--- src/rtl/callseq_pkg.sv ---
package callseq_pkg;

  typedef enum logic [1:0] {
    K_NONE = 2'b00,
    K_CALL = 2'b01,
    K_RET  = 2'b10,
    K_JIND = 2'b11
  } kind_e;

  typedef enum logic [3:0] {
    S_IDLE,
    S_C2, S_C3, S_C4, S_C5, S_C6,
    S_R2, S_R3, S_R4, S_R5, S_R6,
    S_I2, S_I3, S_I4, S_I5
  } step_e;

endpackage

--- src/rtl/callseq_ctrl.sv ---
module callseq_ctrl
  import callseq_pkg::*;
(
  input  logic       clk,
  input  logic       rst,
  input  logic       op_start,
  input  logic [1:0] op_kind,
  output step_e      step,
  output logic       launch,
  output logic       busy,
  output logic       done
);

  step_e step_n;
  logic  finish;

  assign launch = (step == S_IDLE) && op_start && (kind_e'(op_kind) != K_NONE);
  assign finish = (step == S_C6) || (step == S_R6) || (step == S_I5);
  assign busy   = (step != S_IDLE);

  always_comb begin
    step_n = step;
    unique case (step)
      S_IDLE: begin
        if (launch) begin
          unique case (kind_e'(op_kind))
            K_CALL:  step_n = S_C2;
            K_RET:   step_n = S_R2;
            K_JIND:  step_n = S_I2;
            default: step_n = S_IDLE;
          endcase
        end
      end
      S_C2: step_n = S_C3;
      S_C3: step_n = S_C4;
      S_C4: step_n = S_C5;
      S_C5: step_n = S_C6;
      S_C6: step_n = S_IDLE;
      S_R2: step_n = S_R3;
      S_R3: step_n = S_R4;
      S_R4: step_n = S_R5;
      S_R5: step_n = S_R6;
      S_R6: step_n = S_IDLE;
      S_I2: step_n = S_I3;
      S_I3: step_n = S_I4;
      S_I4: step_n = S_I5;
      S_I5: step_n = S_IDLE;
      default: step_n = S_IDLE;
    endcase
  end

  always_ff @(posedge clk) begin
    if (rst) begin
      step <= S_IDLE;
      done <= 1'b0;
    end else begin
      step <= step_n;
      done <= finish;
    end
  end

endmodule

--- src/rtl/callseq_stack.sv ---
module callseq_stack #(
  parameter int          DATA_W     = 8,
  parameter logic [7:0]  STACK_PAGE = 8'h01,
  parameter logic [7:0]  SP_RESET   = 8'hFD,
  localparam int         ADDR_W     = 2 * DATA_W
) (
  input  logic              clk,
  input  logic              rst,
  input  logic              push,
  input  logic              pop,
  output logic [DATA_W-1:0] sp,
  output logic [ADDR_W-1:0] stk_at,
  output logic [ADDR_W-1:0] stk_dn,
  output logic [ADDR_W-1:0] stk_up
);

  logic [DATA_W-1:0] sp_dn;
  logic [DATA_W-1:0] sp_up;
  logic [DATA_W-1:0] page;

  assign page   = DATA_W'(STACK_PAGE);
  assign sp_dn  = sp - 1'b1;
  assign sp_up  = sp + 1'b1;
  assign stk_at = {page, sp};
  assign stk_dn = {page, sp_dn};
  assign stk_up = {page, sp_up};

  always_ff @(posedge clk) begin
    if (rst)       sp <= DATA_W'(SP_RESET);
    else if (push) sp <= sp_dn;
    else if (pop)  sp <= sp_up;
  end

endmodule

--- src/rtl/callseq_datapath.sv ---
module callseq_datapath
  import callseq_pkg::*;
#(
  parameter int         DATA_W     = 8,
  parameter logic [7:0] STACK_PAGE = 8'h01,
  parameter logic [7:0] SP_RESET   = 8'hFD,
  parameter logic [15:0] PC_RESET  = 16'h0000,
  localparam int        ADDR_W     = 2 * DATA_W
) (
  input  logic              clk,
  input  logic              rst,
  input  step_e             step,
  input  logic              launch,
  input  logic [DATA_W-1:0] rdata,
  output logic [ADDR_W-1:0] pc,
  output logic [DATA_W-1:0] sp,
  output logic [ADDR_W-1:0] bus_addr,
  output logic              bus_we,
  output logic [DATA_W-1:0] bus_wdata
);

  logic [ADDR_W-1:0] pc_n, addr_n, pc_inc;
  logic [DATA_W-1:0] lat_lo, lat_hi, lat_lo_n, lat_hi_n, lat_lo_inc;
  logic [DATA_W-1:0] wd_n;
  logic              we_n, push, pop;
  logic [ADDR_W-1:0] stk_at, stk_dn, stk_up;

  callseq_stack #(
    .DATA_W(DATA_W), .STACK_PAGE(STACK_PAGE), .SP_RESET(SP_RESET)
  ) u_stack (
    .clk(clk), .rst(rst), .push(push), .pop(pop),
    .sp(sp), .stk_at(stk_at), .stk_dn(stk_dn), .stk_up(stk_up)
  );

  assign pc_inc     = pc + 1'b1;
  assign lat_lo_inc = lat_lo + 1'b1;

  always_comb begin
    pc_n     = pc;
    addr_n   = pc;
    lat_lo_n = lat_lo;
    lat_hi_n = lat_hi;
    we_n     = 1'b0;
    wd_n     = '0;
    push     = 1'b0;
    pop      = 1'b0;
    unique case (step)
      S_IDLE: begin
        if (launch) begin
          pc_n   = pc_inc;
          addr_n = pc_inc;
        end
      end
      // call
      S_C2: begin
        lat_lo_n = rdata;
        pc_n     = pc_inc;
        addr_n   = stk_at;
      end
      S_C3: begin
        addr_n = stk_at;
        we_n   = 1'b1;
        wd_n   = pc[ADDR_W-1:DATA_W];
      end
      S_C4: begin
        push   = 1'b1;
        addr_n = stk_dn;
        we_n   = 1'b1;
        wd_n   = pc[DATA_W-1:0];
      end
      S_C5: begin
        push   = 1'b1;
        addr_n = pc;
      end
      S_C6: begin
        pc_n   = {rdata, lat_lo};
        addr_n = {rdata, lat_lo};
      end
      // return
      S_R2: addr_n = stk_at;
      S_R3: begin
        pop    = 1'b1;
        addr_n = stk_up;
      end
      S_R4: begin
        pop      = 1'b1;
        lat_lo_n = rdata;
        addr_n   = stk_up;
      end
      S_R5: begin
        pc_n   = {rdata, lat_lo};
        addr_n = {rdata, lat_lo};
      end
      S_R6: begin
        pc_n   = pc_inc;
        addr_n = pc_inc;
      end
      // indirect jump
      S_I2: begin
        lat_lo_n = rdata;
        pc_n     = pc_inc;
        addr_n   = pc_inc;
      end
      S_I3: begin
        lat_hi_n = rdata;
        pc_n     = pc_inc;
        addr_n   = {rdata, lat_lo};
      end
      S_I4: begin
        pc_n   = {pc[ADDR_W-1:DATA_W], rdata};
        addr_n = {lat_hi, lat_lo_inc};
      end
      S_I5: begin
        pc_n   = {rdata, pc[DATA_W-1:0]};
        addr_n = {rdata, pc[DATA_W-1:0]};
      end
      default: ;
    endcase
  end

  always_ff @(posedge clk) begin
    if (rst) begin
      pc        <= ADDR_W'(PC_RESET);
      bus_addr  <= ADDR_W'(PC_RESET);
      bus_we    <= 1'b0;
      bus_wdata <= '0;
      lat_lo    <= '0;
      lat_hi    <= '0;
    end else begin
      pc        <= pc_n;
      bus_addr  <= addr_n;
      bus_we    <= we_n;
      bus_wdata <= wd_n;
      lat_lo    <= lat_lo_n;
      lat_hi    <= lat_hi_n;
    end
  end

endmodule

--- src/rtl/callseq_top.sv ---
module callseq_top
  import callseq_pkg::*;
#(
  parameter int          DATA_W     = 8,
  parameter logic [7:0]  STACK_PAGE = 8'h01,
  parameter logic [7:0]  SP_RESET   = 8'hFD,
  parameter logic [15:0] PC_RESET   = 16'h0000,
  localparam int         ADDR_W     = 2 * DATA_W
) (
  input  logic              clk,
  input  logic              rst,
  input  logic              op_start,
  input  logic [1:0]        op_kind,
  input  logic [DATA_W-1:0] rdata,
  output logic [ADDR_W-1:0] bus_addr,
  output logic              bus_we,
  output logic [DATA_W-1:0] bus_wdata,
  output logic [ADDR_W-1:0] pc,
  output logic [DATA_W-1:0] sp,
  output logic              busy,
  output logic              done
);

  step_e step;
  logic  launch;

  callseq_ctrl u_ctrl (
    .clk(clk), .rst(rst), .op_start(op_start), .op_kind(op_kind),
    .step(step), .launch(launch), .busy(busy), .done(done)
  );

  callseq_datapath #(
    .DATA_W(DATA_W), .STACK_PAGE(STACK_PAGE),
    .SP_RESET(SP_RESET), .PC_RESET(PC_RESET)
  ) u_dp (
    .clk(clk), .rst(rst), .step(step), .launch(launch), .rdata(rdata),
    .pc(pc), .sp(sp), .bus_addr(bus_addr), .bus_we(bus_we),
    .bus_wdata(bus_wdata)
  );

endmodule

--- config.mk ---
export PLATFORM = sky130hd
export DESIGN_NAME = callseq_top
export DESIGN_NICKNAME = d
export VERILOG_FILES = /design/src/rtl/callseq_pkg.sv /design/src/rtl/callseq_ctrl.sv /design/src/rtl/callseq_stack.sv /design/src/rtl/callseq_datapath.sv /design/src/rtl/callseq_top.sv
export SDC_FILE = /design/constraint.sdc
export NUM_CORES = 1
export LEC_CHECK = 0
export ABC_AREA = 1
export BUFFER_PORTS_ARGS = -buffer_cell sky130_fd_sc_hd__buf_4
export CAP_MARGIN = 10
export CORE_MARGIN = 2
export CORE_UTILIZATION = 60
export CTS_CLUSTER_DIAMETER = 100
export DETAILED_ROUTE_END_ITERATION = 10
export GPL_ROUTABILITY_DRIVEN = 1
export PLACE_DENSITY = 0.9
export SLEW_MARGIN = 20
export SYNTH_ARGS = -nofsm -noshare
export SYNTH_HDL_FRONTEND = slang
export SYNTH_HIERARCHICAL = 1
export SYNTH_SLANG_ARGS = --single-unit
--- constraint.sdc ---
create_clock -name clk -period 2.4 [get_ports clk]
set_clock_uncertainty 0.15 [all_clocks]
set_input_delay 0.12 -clock clk [delete_from_list [all_inputs] [get_ports clk]]
set_output_delay 0.12 -clock clk [all_outputs]
set_load 0.05 [all_outputs]
### After elaboration in Yosys (flattened, before gate mapping)

Cells that the tools add are included.

* muxes and demuxes: 12
* add/subtract/negate cells: 4
* reductions and logical operators: 21
* bitwise logic cells: 2
* eq/ne operators: 18

Operator list (count)
* 16-bit case mux with 8 select lines: 1
* 16-bit case mux with 5 select lines: 1
* 4-bit case mux with 12 select lines: 1
* 4-bit == test (second input constant): 7
* 16-bit by 1-bit adder with 16-bit output (second input constant): 1
* 8-bit by 1-bit adder with 8-bit output (second input constant): 2
* 4-bit by 3-bit == test with 1-bit output (second input constant): 4
* 16-bit 2-to-1 mux: 1
* 8-bit 2-to-1 mux: 2
* 8-bit case mux with 2 select lines: 1
* 4-bit case mux with 3 select lines: 1
* 4-bit nonzero test: 3
* 2-bit OR reduction: 5
* 3-bit OR reduction: 3
* 4-bit by 2-bit == test with 1-bit output (second input constant): 2
* 8-bit by 1-bit subtractor with 8-bit output (second input constant): 1
* 2-bit == test (second input constant): 2
* 4-bit by 1-bit == test with 1-bit output (second input constant): 1
* 4-bit zero test: 1
* 4-bit 2-to-1 mux: 1
* 2-bit AND reduction: 2
* 2-bit nonzero test: 2
* 4-bit OR reduction: 1
* 1-bit 2-to-1 mux: 3
* other kinds (5): 8

* word-level logic and storage cells: 67
* register bits: 70
* input bits: 13
* output and inout port bits: 51

### Logic depth before layout (Yosys ltp)

Gate-level depths: netlist of run 1.

* depth after elaboration: 5
* mapped depth: 13

### Hierarchy

The synthesis of run 1 kept the hierarchy.

Modules (own cells, without submodules)
* callseq_datapath: instances 1, seq. area each 1141.1 µm², area each 4124.0 µm², cells an instance 698
* callseq_stack: instances 1, seq. area each 160.2 µm², area each 914.6 µm², cells an instance 143
* callseq_ctrl: instances 1, seq. area each 100.1 µm², area each 350.3 µm², cells an instance 62

### Worst setup path before layout of run 1

No wires, ideal clock.

* kind: register to register
* start point: reg u_dp.pc[0]
* end point: reg u_dp.pc[8]
* stages on the path, launching flop included: 12
* path slack: 0.088 ns
* setup time: 0.109 ns
* buffers on the path: 0
* period minus slack after synthesis: 2.312 ns
* data required time: 2.141 ns
* arrival: 2.053 ns
* path through: dfxtp_1 ha_1 nand3_1 nor2_1 nand2_1 xnor2_1 nand2_1 nand2_1 nand2_1 nand3_1 nand2_1 inv_1

* cells in the longest elaborated chain, start to end: 3

Ends and longest elaborated chain
* from (decl): line callseq_datapath.sv:15 `output logic [ADDR_W-1:0] pc,`
* from (signal assigned): line callseq_datapath.sv:123 `pc <= ADDR_W'(PC_RESET);`
* from (signal assigned): line callseq_datapath.sv:130 `pc <= pc_n;`
* 16-bit by 1-bit adder with 16-bit output (*): line callseq_datapath.sv:35 `assign pc_inc = pc + 1'b1;`
* 16-bit 2-to-1 mux
* 16-bit case mux with 5 select lines (*): line callseq_datapath.sv:47 `unique case (step)`

Mark *: on every way between the ends. The rest lies on a longest branch, timed or not.
A chain may end at the register's enable or synchronous reset.

### Worst setup path after layout of run 1

* start point: reg u_ctrl.step[0]
* end point: reg u_dp.pc[0]

* cells in the longest elaborated chain, start to end: 5
* elaborated cells on any way between the ends: 18

Ends and longest elaborated chain
* from (decl): line callseq_ctrl.sv:8 `output step_e step,`
* from (signal assigned): line callseq_ctrl.sv:57 `step <= step_n;`
* 4-bit zero test: line callseq_ctrl.sv:17, callseq_datapath.sv:47
* 1-bit logical AND (2 in a row): line callseq_ctrl.sv:17 `assign launch = (step == S_IDLE) && op_start && (kind_e'(op_kind) != K_NONE);`
* 16-bit 2-to-1 mux
* 16-bit case mux with 5 select lines: line callseq_datapath.sv:47

Several ways; a longest one is shown, not always the timed one.

==> Flow_metrics.wiki, run 1 <==
{| class="wikitable"
! Metric !! Value
|-
| Clock Path Buffers || 2
|-
| Post-Syn Area || between 5000 and 6000 µm²
|-
| I/O pin cnt || 64
|-
| Register area share after synthesis || 26.0%
|-
| Number of hold violations in the final report || 0
|-
| Average detailed-routed wire length per instance || approximately 15 µm
|-
| Post-DP Area || about 6000 µm²
|-
| Number of global-route vias before repair || 5524
|-
| Pint || ~3.6 mW
|-
| Remaining max-slew budget at the tightest pin || a little over a third
|-
| Status || complete, no violations
|-
| Fraction of final layout cells sized beyond drive strength 1 || between 15 and 20%
|-
| Worst setup slack before clock tree synthesis || 100 ps
|-
| Final cycle utilization of the critical path || between 80% and 90%
|-
| Number of remaining DRC errors || 0
|-
| Initial standard-cell utilization of the core || between 60% and 70%
|-
| Nets@finish || about 990
|-
| P_sw || around 4.5 mW
|-
| Number of cells traversed by the worst register-to-register path || 9
|-
| Crit path required time || 2480 ps
|-
| Commonest cells after routing, fill and taps aside || 258 x sky130_fd_sc_hd__nand2_1, 103 x sky130_fd_sc_hd__inv_1, 93 x sky130_fd_sc_hd__buf_4, 92 x sky130_fd_sc_hd__nand3_1, 73 x sky130_fd_sc_hd__a21oi_1
|-
| Mean cell area of the mapped netlist || just under 6 µm²
|-
| Sink of the worst hold path || u_ctrl/step[3]
|-
| Pin count of the biggest net entering global routing || 38
|-
| Worst reg2reg path endpoint || u_dp/pc[0]
|-
| Sequential share of power || between 20% and 30%
|-
| Type of the tightest min-delay check || in -> reg
|-
| Core area || between 8000 and 9000 µm²
|-
| Worst Tran Pin Value || between 900 and 1000 ps
|-
| Gpl congestion || approximately 1.0
|-
| R2R Setup Slk || 250 ps
|-
| Clock network fraction of total power || 10.1%
|-
| Timing-limited maximum frequency || 466 MHz
|-
| Post-synth ARST share || 0%
|-
| Max-slew violations || 0
|-
| Leak pwr || around 3.0 nW
|-
| Design area || 6130 µm²
|-
| Worst hold path stage count || 5
|-
| Post-synthesis cell type count || between 40 and 50
|-
| Die height || ~99 µm
|-
| Via count of the routed design || 6097
|-
| Setup repair after global routing missed its margin || false
|-
| Final setup vio count || 0
|-
| Path type of the worst setup path || reg -> reg
|-
| Kind of end point of the critical path || register
|-
| Setup TNS || 0 ps
|-
| Clock period minus worst slack || between 2000 and 2500 ps
|-
| Data arrival time of the worst path || 2230 ps
|-
| Yosys Warn Count || 6
|-
| Area growth from synthesis to final layout || 13.7%
|-
| Post-detailed-routing wire length || around 16000 µm
|-
| Number of design-rule violations left by the first detailed-router iteration || 689
|-
| Register clock-pin slew on the reported worst setup and hold paths || 70 ps
|-
| Number of buffers added by the clock tree synthesis step || 9
|-
| Share of total power in combinational logic || 65.6%
|-
| HPWL after detailed placement || ~12000 µm
|-
| Wire length of the first global-routing pass || roughly 27000 µm
|-
| Hold_ws || between 15 and 20 ps
|-
| Root cell of the clock tree || sky130_fd_sc_hd__clkbuf_8
|-
| Remaining antenna violation count after routing || 0
|-
| Placement row count || 34
|-
| Peak supply drop || ~0.78 mV
|-
| Antenna diode count || 0
|-
| Primary flip-flop cell chosen by synthesis mapping || sky130_fd_sc_hd__dfxtp_1
|-
| Port Buf Inserts || 63
|-
| Die W || just under 100 µm
|-
| Worst setup slack after layout || approximately 250 ps
|-
| Vias per Instance || 5.65
|-
| Startpoint types || register
|-
| TritonCTS Sinks || 70
|-
| Latest clock arrival within the worst-skew pair || approximately 340 ps
|-
| Number of antenna violations at the first check in global routing || 0
|-
| Overflow left after global routing || 0
|-
| Most common cell after layout, fill and taps aside || sky130_fd_sc_hd__nand2_1
|-
| Global router's overall resource usage || between 30% and 40%
|-
| Number of synthesized register bits || 70
|-
| Die Outline Area || a little under 10000 µm²
|-
| Detailed Routing Iterations Pass 1 || 7
|-
| Number of synthesized flops with an enable pin || 0
|-
| Source of the worst hold timing path || op_kind[0]
|-
| Htree depth || 3
|-
| Switch share || around 56%
|-
| Pwr per Cell Area || ~1300 nW/µm²
|-
| Count of buffers added by post-CTS timing repair for setup || 0
|-
| Clock tree from TritonCTS || yes
|-
| Critical R2R Launch || u_ctrl/step[0]
|-
| Crit Path Max Fanout || 16
|-
| Overall power consumption || around 8 mW
|-
| Gate Count Post-Synth || approximately 900
|-
| Max-cap check violation count || 0
|}
-- layer usage --
| layer | wire length [µm] | vias to the layer above | track usage [%] |
|---|---|---|---|
| li1 | - | 2985 | - |
| met2 | 7470 | 360 | 56.2 |
| met3 | 1540 | 59 | 4.61 |
| met1 | 6830 | 2693 | 45.1 |
| met5 | 0 | - | 0 |
| met4 | 523 | 0 | 14.0 |
-- metrics by stage --
step,util [%],cells
after floorplan,-,925
after global placement,67.3,1057
after detailed placement,67.3,1057
after CTS,70.2,1080
after global routing,70.2,1080
final,70.2,1080
-- timing repair --
action	4_1_cts	5_1_grt
resized for setup	0	3
endpoints found under the setup margin	0	9
hold buffers	9	0
endpoints found under the hold margin	16	0
-- kinds of logic (layout without fill, tap and decap cells) --
| logic type | count (synthesis) | after routing | synth area share (%) |
|---|---|---|---|
| and+or+nand+nor | 479 | 479 | 39.3 |
| buffers and inverters | 182 | 229 | 15.9 |
| AOI/OAI and AO/OA | 158 | 158 | 16.3 |
| DFF | 70 | 70 | 26.0 |
| xor gates and xnor gates | 8 | 8 | 1.44 |
| adders and majority gates | 4 | 4 | 0.929 |
| other | 2 | 24 | 0.139 |
-- area by class of cell --
class                      count  area [µm²]
multi-input combinational    673        3220
fill                         788        2590
sequential                    70        1400
timing repair buffer         102         788
inverter                     113         424
clock buffer                  12         145
tap                          108         135
clock inverter                 2        10.0
-- critical path, cell delays in order (launching register included) --
cell and delay (ps):
sky130_fd_sc_hd__dfxtp_1 560, sky130_fd_sc_hd__inv_2 80, sky130_fd_sc_hd__nor2_2 160, sky130_fd_sc_hd__nand3_2 280, sky130_fd_sc_hd__inv_2 180, sky130_fd_sc_hd__nor2_4 60, sky130_fd_sc_hd__nand3_2 230, sky130_fd_sc_hd__nand3_1 170
sky130_fd_sc_hd__o211ai_1 110, sky130_fd_sc_hd__inv_1 50
-- sequential cells by signal, summed over array words and instances, names as in the netlist --
register / count
u_dp/bus_addr: 16
u_dp/pc: 16
u_dp/bus_wdata: 8
u_dp/lat_hi: 8
u_dp/lat_lo: 8
u_dp/u_stack/sp: 8
u_ctrl/step: 4
u_ctrl/done: 1
u_dp/bus_we: 1
-- worst max path at each step --
stage                               from          end  slack [ps]  depth (start not counted)
after detailed placement  u_ctrl/step[3]  u_dp/pc[14]         100                          9
final                     u_ctrl/step[0]   u_dp/pc[0]         250                          9
after global placement    u_ctrl/step[3]  u_dp/pc[13]         190                          9
after global routing      u_ctrl/step[0]   u_dp/pc[4]         100                          9
after CTS                 u_ctrl/step[3]  u_dp/pc[14]          80                          9
after floorplan               u_dp/pc[0]   u_dp/pc[8]          90                         11
-- Yosys cell counts (3+ instances only) --
cell type,instances,area [µm²]
sky130_fd_sc_hd__a21oi_1,73,365
sky130_fd_sc_hd__a22oi_1,4,30.0
sky130_fd_sc_hd__buf_2,16,80.1
sky130_fd_sc_hd__buf_4,36,270
sky130_fd_sc_hd__clkbuf_1,12,45.0
sky130_fd_sc_hd__dfxtp_1,70,1400
sky130_fd_sc_hd__ha_1,4,50.1
sky130_fd_sc_hd__inv_1,103,387
sky130_fd_sc_hd__inv_2,9,33.8
sky130_fd_sc_hd__nand2_1,258,968
sky130_fd_sc_hd__nand2_2,8,50.1
sky130_fd_sc_hd__nand3_1,93,465
sky130_fd_sc_hd__nand3_2,4,40.0
sky130_fd_sc_hd__nand3b_1,4,30.0
sky130_fd_sc_hd__nand4_1,17,106
sky130_fd_sc_hd__nor2_1,69,259
sky130_fd_sc_hd__nor2_2,10,62.6
sky130_fd_sc_hd__nor2_4,4,45.0
sky130_fd_sc_hd__nor3_1,5,25.0
sky130_fd_sc_hd__o211ai_1,13,97.6
sky130_fd_sc_hd__o21ai_0,44,220
sky130_fd_sc_hd__o21ai_1,5,25.0
sky130_fd_sc_hd__o22ai_1,8,50.1
sky130_fd_sc_hd__xnor2_1,3,26.3
sky130_fd_sc_hd__xor2_1,4,35.0
-- power by group through the flow --
stage	clock (mW)	combinational [mW]	sequential, mW
2_1_floorplan	0	3.07	2.79
3_3_place_gp	0	5.12	1.97
3_5_place_dp	0	5.16	1.98
4_1_cts	0.833	5.19	1.96
5_1_grt	0.881	5.76	2.03
6_report	0.820	5.31	1.97
Note: power is estimated with default switching activity, not from simulation.
==> run 2, diff against run 1 <==
--- a/config.mk
+++ b/config.mk
@@ -8,6 +8,7 @@
 export ABC_AREA = 1
 export BUFFER_PORTS_ARGS = -buffer_cell sky130_fd_sc_hd__buf_4
 export CAP_MARGIN = 10
+export CORE_ASPECT_RATIO = 0.75
 export CORE_MARGIN = 2
 export CORE_UTILIZATION = 60
 export CTS_CLUSTER_DIAMETER = 100
==> Flow_metrics.wiki, run 2 (synthesis gave the netlist of run 1 again) <==
{| class="wikitable"
! Metric !! Value
|-
| Startpoint types || register (unchanged)
|-
| Die height || 86.1 µm (was 98.8 µm)
|-
| Overflow left after global routing || 0 (unchanged)
|-
| Average detailed-routed wire length per instance || 16.7 µm (was 15.1 µm)
|-
| Root cell of the clock tree || sky130_fd_sc_hd__clkbuf_16 (was sky130_fd_sc_hd__clkbuf_8)
|-
| Final setup vio count || 0 (unchanged)
|-
| Gpl congestion || 1.07 (was 0.995)
|-
| HPWL after detailed placement || 13400 µm (was 12000 µm)
|-
| Worst Tran Pin Value || 1020 ps (was 966 ps)
|-
| Remaining max-slew budget at the tightest pin || 31.8% (was 35.5%)
|-
| Number of antenna violations at the first check in global routing || 0 (unchanged)
|-
| Share of total power in combinational logic || 61.8% (was 65.6%)
|-
| Setup TNS || 0 ps (unchanged)
|-
| Fraction of final layout cells sized beyond drive strength 1 || 15.9% (was 15.6%)
|-
| Commonest cells after routing, fill and taps aside || 258 x sky130_fd_sc_hd__nand2_1, 103 x sky130_fd_sc_hd__inv_1, 92 x sky130_fd_sc_hd__buf_4, 92 x sky130_fd_sc_hd__nand3_1, 73 x sky130_fd_sc_hd__a21oi_1 (was 258 x sky130_fd_sc_hd__nand2_1, 103 x sky130_fd_sc_hd__inv_1, 93 x sky130_fd_sc_hd__buf_4, 92 x sky130_fd_sc_hd__nand3_1, 73 x sky130_fd_sc_hd__a21oi_1)
|-
| Number of hold violations in the final report || 0 (unchanged)
|-
| Port Buf Inserts || 63 (unchanged)
|-
| Global router's overall resource usage || 37.6% (was 34.1%)
|-
| Peak supply drop || 0.864 mV (was 0.779 mV)
|-
| Latest clock arrival within the worst-skew pair || 340 ps (about the same)
|-
| Setup repair after global routing missed its margin || false (unchanged)
|-
| Remaining antenna violation count after routing || 0 (unchanged)
|-
| Crit Path Max Fanout || 19 (was 16)
|-
| Count of buffers added by post-CTS timing repair for setup || 0 (unchanged)
|-
| Number of design-rule violations left by the first detailed-router iteration || 901 (was 689)
|-
| Leak pwr || 3.09 nW (was 3.04 nW)
|-
| Htree depth || 3 (unchanged)
|-
| Crit path required time || 2470 ps (was 2480 ps)
|-
| Vias per Instance || 5.78 (was 5.65)
|-
| Max-slew violations || 0 (unchanged)
|-
| P_sw || 4.79 mW (was 4.52 mW)
|-
| Detailed Routing Iterations Pass 1 || 7 (unchanged)
|-
| Largest registers ranked by flip-flop count || u_dp/bus_addr x16, u_dp/pc x16 (unchanged)
|-
| Pin count of the biggest net entering global routing || 38 (unchanged)
|-
| Nets@finish || 984 (was 986)
|-
| Most common cell after layout, fill and taps aside || sky130_fd_sc_hd__nand2_1 (unchanged)
|-
| Via count of the routed design || 6242 (was 6097)
|-
| Number of buffers added by the clock tree synthesis step || 9 (unchanged)
|-
| Number of remaining DRC errors || 0 (unchanged)
|-
| Final core utilization || 72.8% (was 70.2%)
|-
| Clock Path Buffers || 2 (unchanged)
|-
| Clock period minus worst slack || 2240 ps (was 2150 ps)
|-
| Antenna diode count || 0 (unchanged)
|-
| Path type of the worst setup path || reg -> reg (unchanged)
|-
| Post-detailed-routing wire length || 18000 µm (was 16400 µm)
|-
| Data arrival time of the worst path || 2310 ps (was 2230 ps)
|-
| Kind of end point of the critical path || register (unchanged)
|-
| I/O pin cnt || 64 (unchanged)
|-
| Sequential share of power || 22.9% (was 24.3%)
|-
| Initial standard-cell utilization of the core || 62.7% (was 61.8%)
|-
| Clock tree from TritonCTS || yes (unchanged)
|-
| Register clock-pin slew on the reported worst setup and hold paths || 50 ps (was 70 ps)
|-
| Type of the tightest min-delay check || in -> reg (unchanged)
|-
| Number of global-route vias before repair || 5545 (was 5524)
|-
| Placement row count || 29 (was 34)
|-
| Pint || 4.03 mW (was 3.58 mW)
|-
| Max-cap check violation count || 0 (unchanged)
|-
| Die W || 113 µm (was 98.8 µm)
|-
| Switch share || 54.3% (was 55.8%)
|-
| TritonCTS Sinks || 70 (unchanged)
|-
| Pwr per Cell Area || 1410 nW/µm² (was 1320 nW/µm²)
|-
| Core area || 8600 µm² (was 8720 µm²)
|-
| Wire length of the first global-routing pass || 28500 µm (was 26900 µm)
|-
| Final cycle utilization of the critical path || 93.3% (was 89.5%)
|-
| Status || complete, no violations (unchanged)
|-
| Die Outline Area || 9760 µm² (about the same)
|-
| Timing-limited maximum frequency || 447 MHz (was 466 MHz)
|-
| Clock network fraction of total power || 15.3% (was 10.1%)
|-
| Area growth from synthesis to final layout || 16.1% (was 13.7%)
|}
[run 2: changes by cell type in the layout (fill, tap and decap cells not counted), sizes merged]
cell | previous run | this run
clkbuf | 12 | 11
dlygate4sd3 | 9 | 8
buf | 93 | 92
bufinv | 0 | 1
clkinvlp | 0 | 2
[run 2: final timing paths]
check                                         to  cells past startpoint           start  slack (ps)
worst min register to register    u_dp/lat_hi[6]                      2  u_dp/lat_hi[6]         320
worst max-delay path            u_dp/bus_addr[1]                      9  u_ctrl/step[0]         160
worst max register to register  u_dp/bus_addr[1]                      9  u_ctrl/step[0]         160
worst min-delay path              u_ctrl/step[1]                      5      op_kind[1]          30
[run 2: final cells by class]
type | count | area [µm²]
Clock inverter | 5 | 58.8
Multi-Input combinational cell | 673 | 3220
Inverter | 113 | 424
Clock buffer | 11 | 243
Timing Repair Buffer | 100 | 771
Sequential cell | 70 | 1400
Fill cell | 769 | 2340
Tap cell | 108 | 135
[run 2: what timing repair did]
| action | CTS | global route |
|---|---|---|
| endpoints found under the hold margin | 15 | 0 |
| resized for setup | 0 | 4 |
| setup endpoints to repair | 0 | 18 |
| hold buffers | 8 | 0 |
[run 2: worst max-delay path: stages, from the launching register on]
cell and delay (ps):
sky130_fd_sc_hd__dfxtp_1 430, sky130_fd_sc_hd__nor2_2 240, sky130_fd_sc_hd__nand2_4 90, sky130_fd_sc_hd__nor2_2 210
sky130_fd_sc_hd__buf_4 280, sky130_fd_sc_hd__o21ai_0 180, sky130_fd_sc_hd__nand2_1 100, sky130_fd_sc_hd__nand4_1 90
sky130_fd_sc_hd__o31ai_1 270, sky130_fd_sc_hd__inv_1 60
[run 2: metal layers]
metal | GRT usage [%] | vias up | share of wire (%)
met4 | 11.2 | 0 | 2.4
met2 | 52.6 | 449 | 40
li1 | - | 2984 | -
met3 | 11.9 | 43 | 14
met5 | 0 | - | 0
met1 | 54.9 | 2766 | 44
[run 2: power groups by stage]
stage	registers (mW)	logic [mW]	clock network (mW)
after floorplan	2.79	3.07	0
after global placement	2.01	5.20	0
after detailed placement	2.02	5.23	0
after CTS	2.00	5.27	1.36
after global routing	2.07	5.89	1.42
final	2.02	5.45	1.35
[run 2: metrics by stage]
| step | hold WS [ps] | instances | setup slack [ps] | power, mW | instance area, µm² |
|---|---|---|---|---|---|
| after floorplan | 39.1 | 925 | 87.8 | 5.85 | 5470 |
| after global placement | 264 | 1056 | 157 | 7.21 | 5870 |
| after detailed placement | 266 | 1056 | 62.8 | 7.25 | 5870 |
| after CTS | 20.3 | 1080 | 53.8 | 8.63 | 6250 |
| after global routing | 51.4 | 1080 | 19.9 | 9.37 | 6260 |
| final | 26.0 | 1080 | 161 | 8.83 | 6260 |
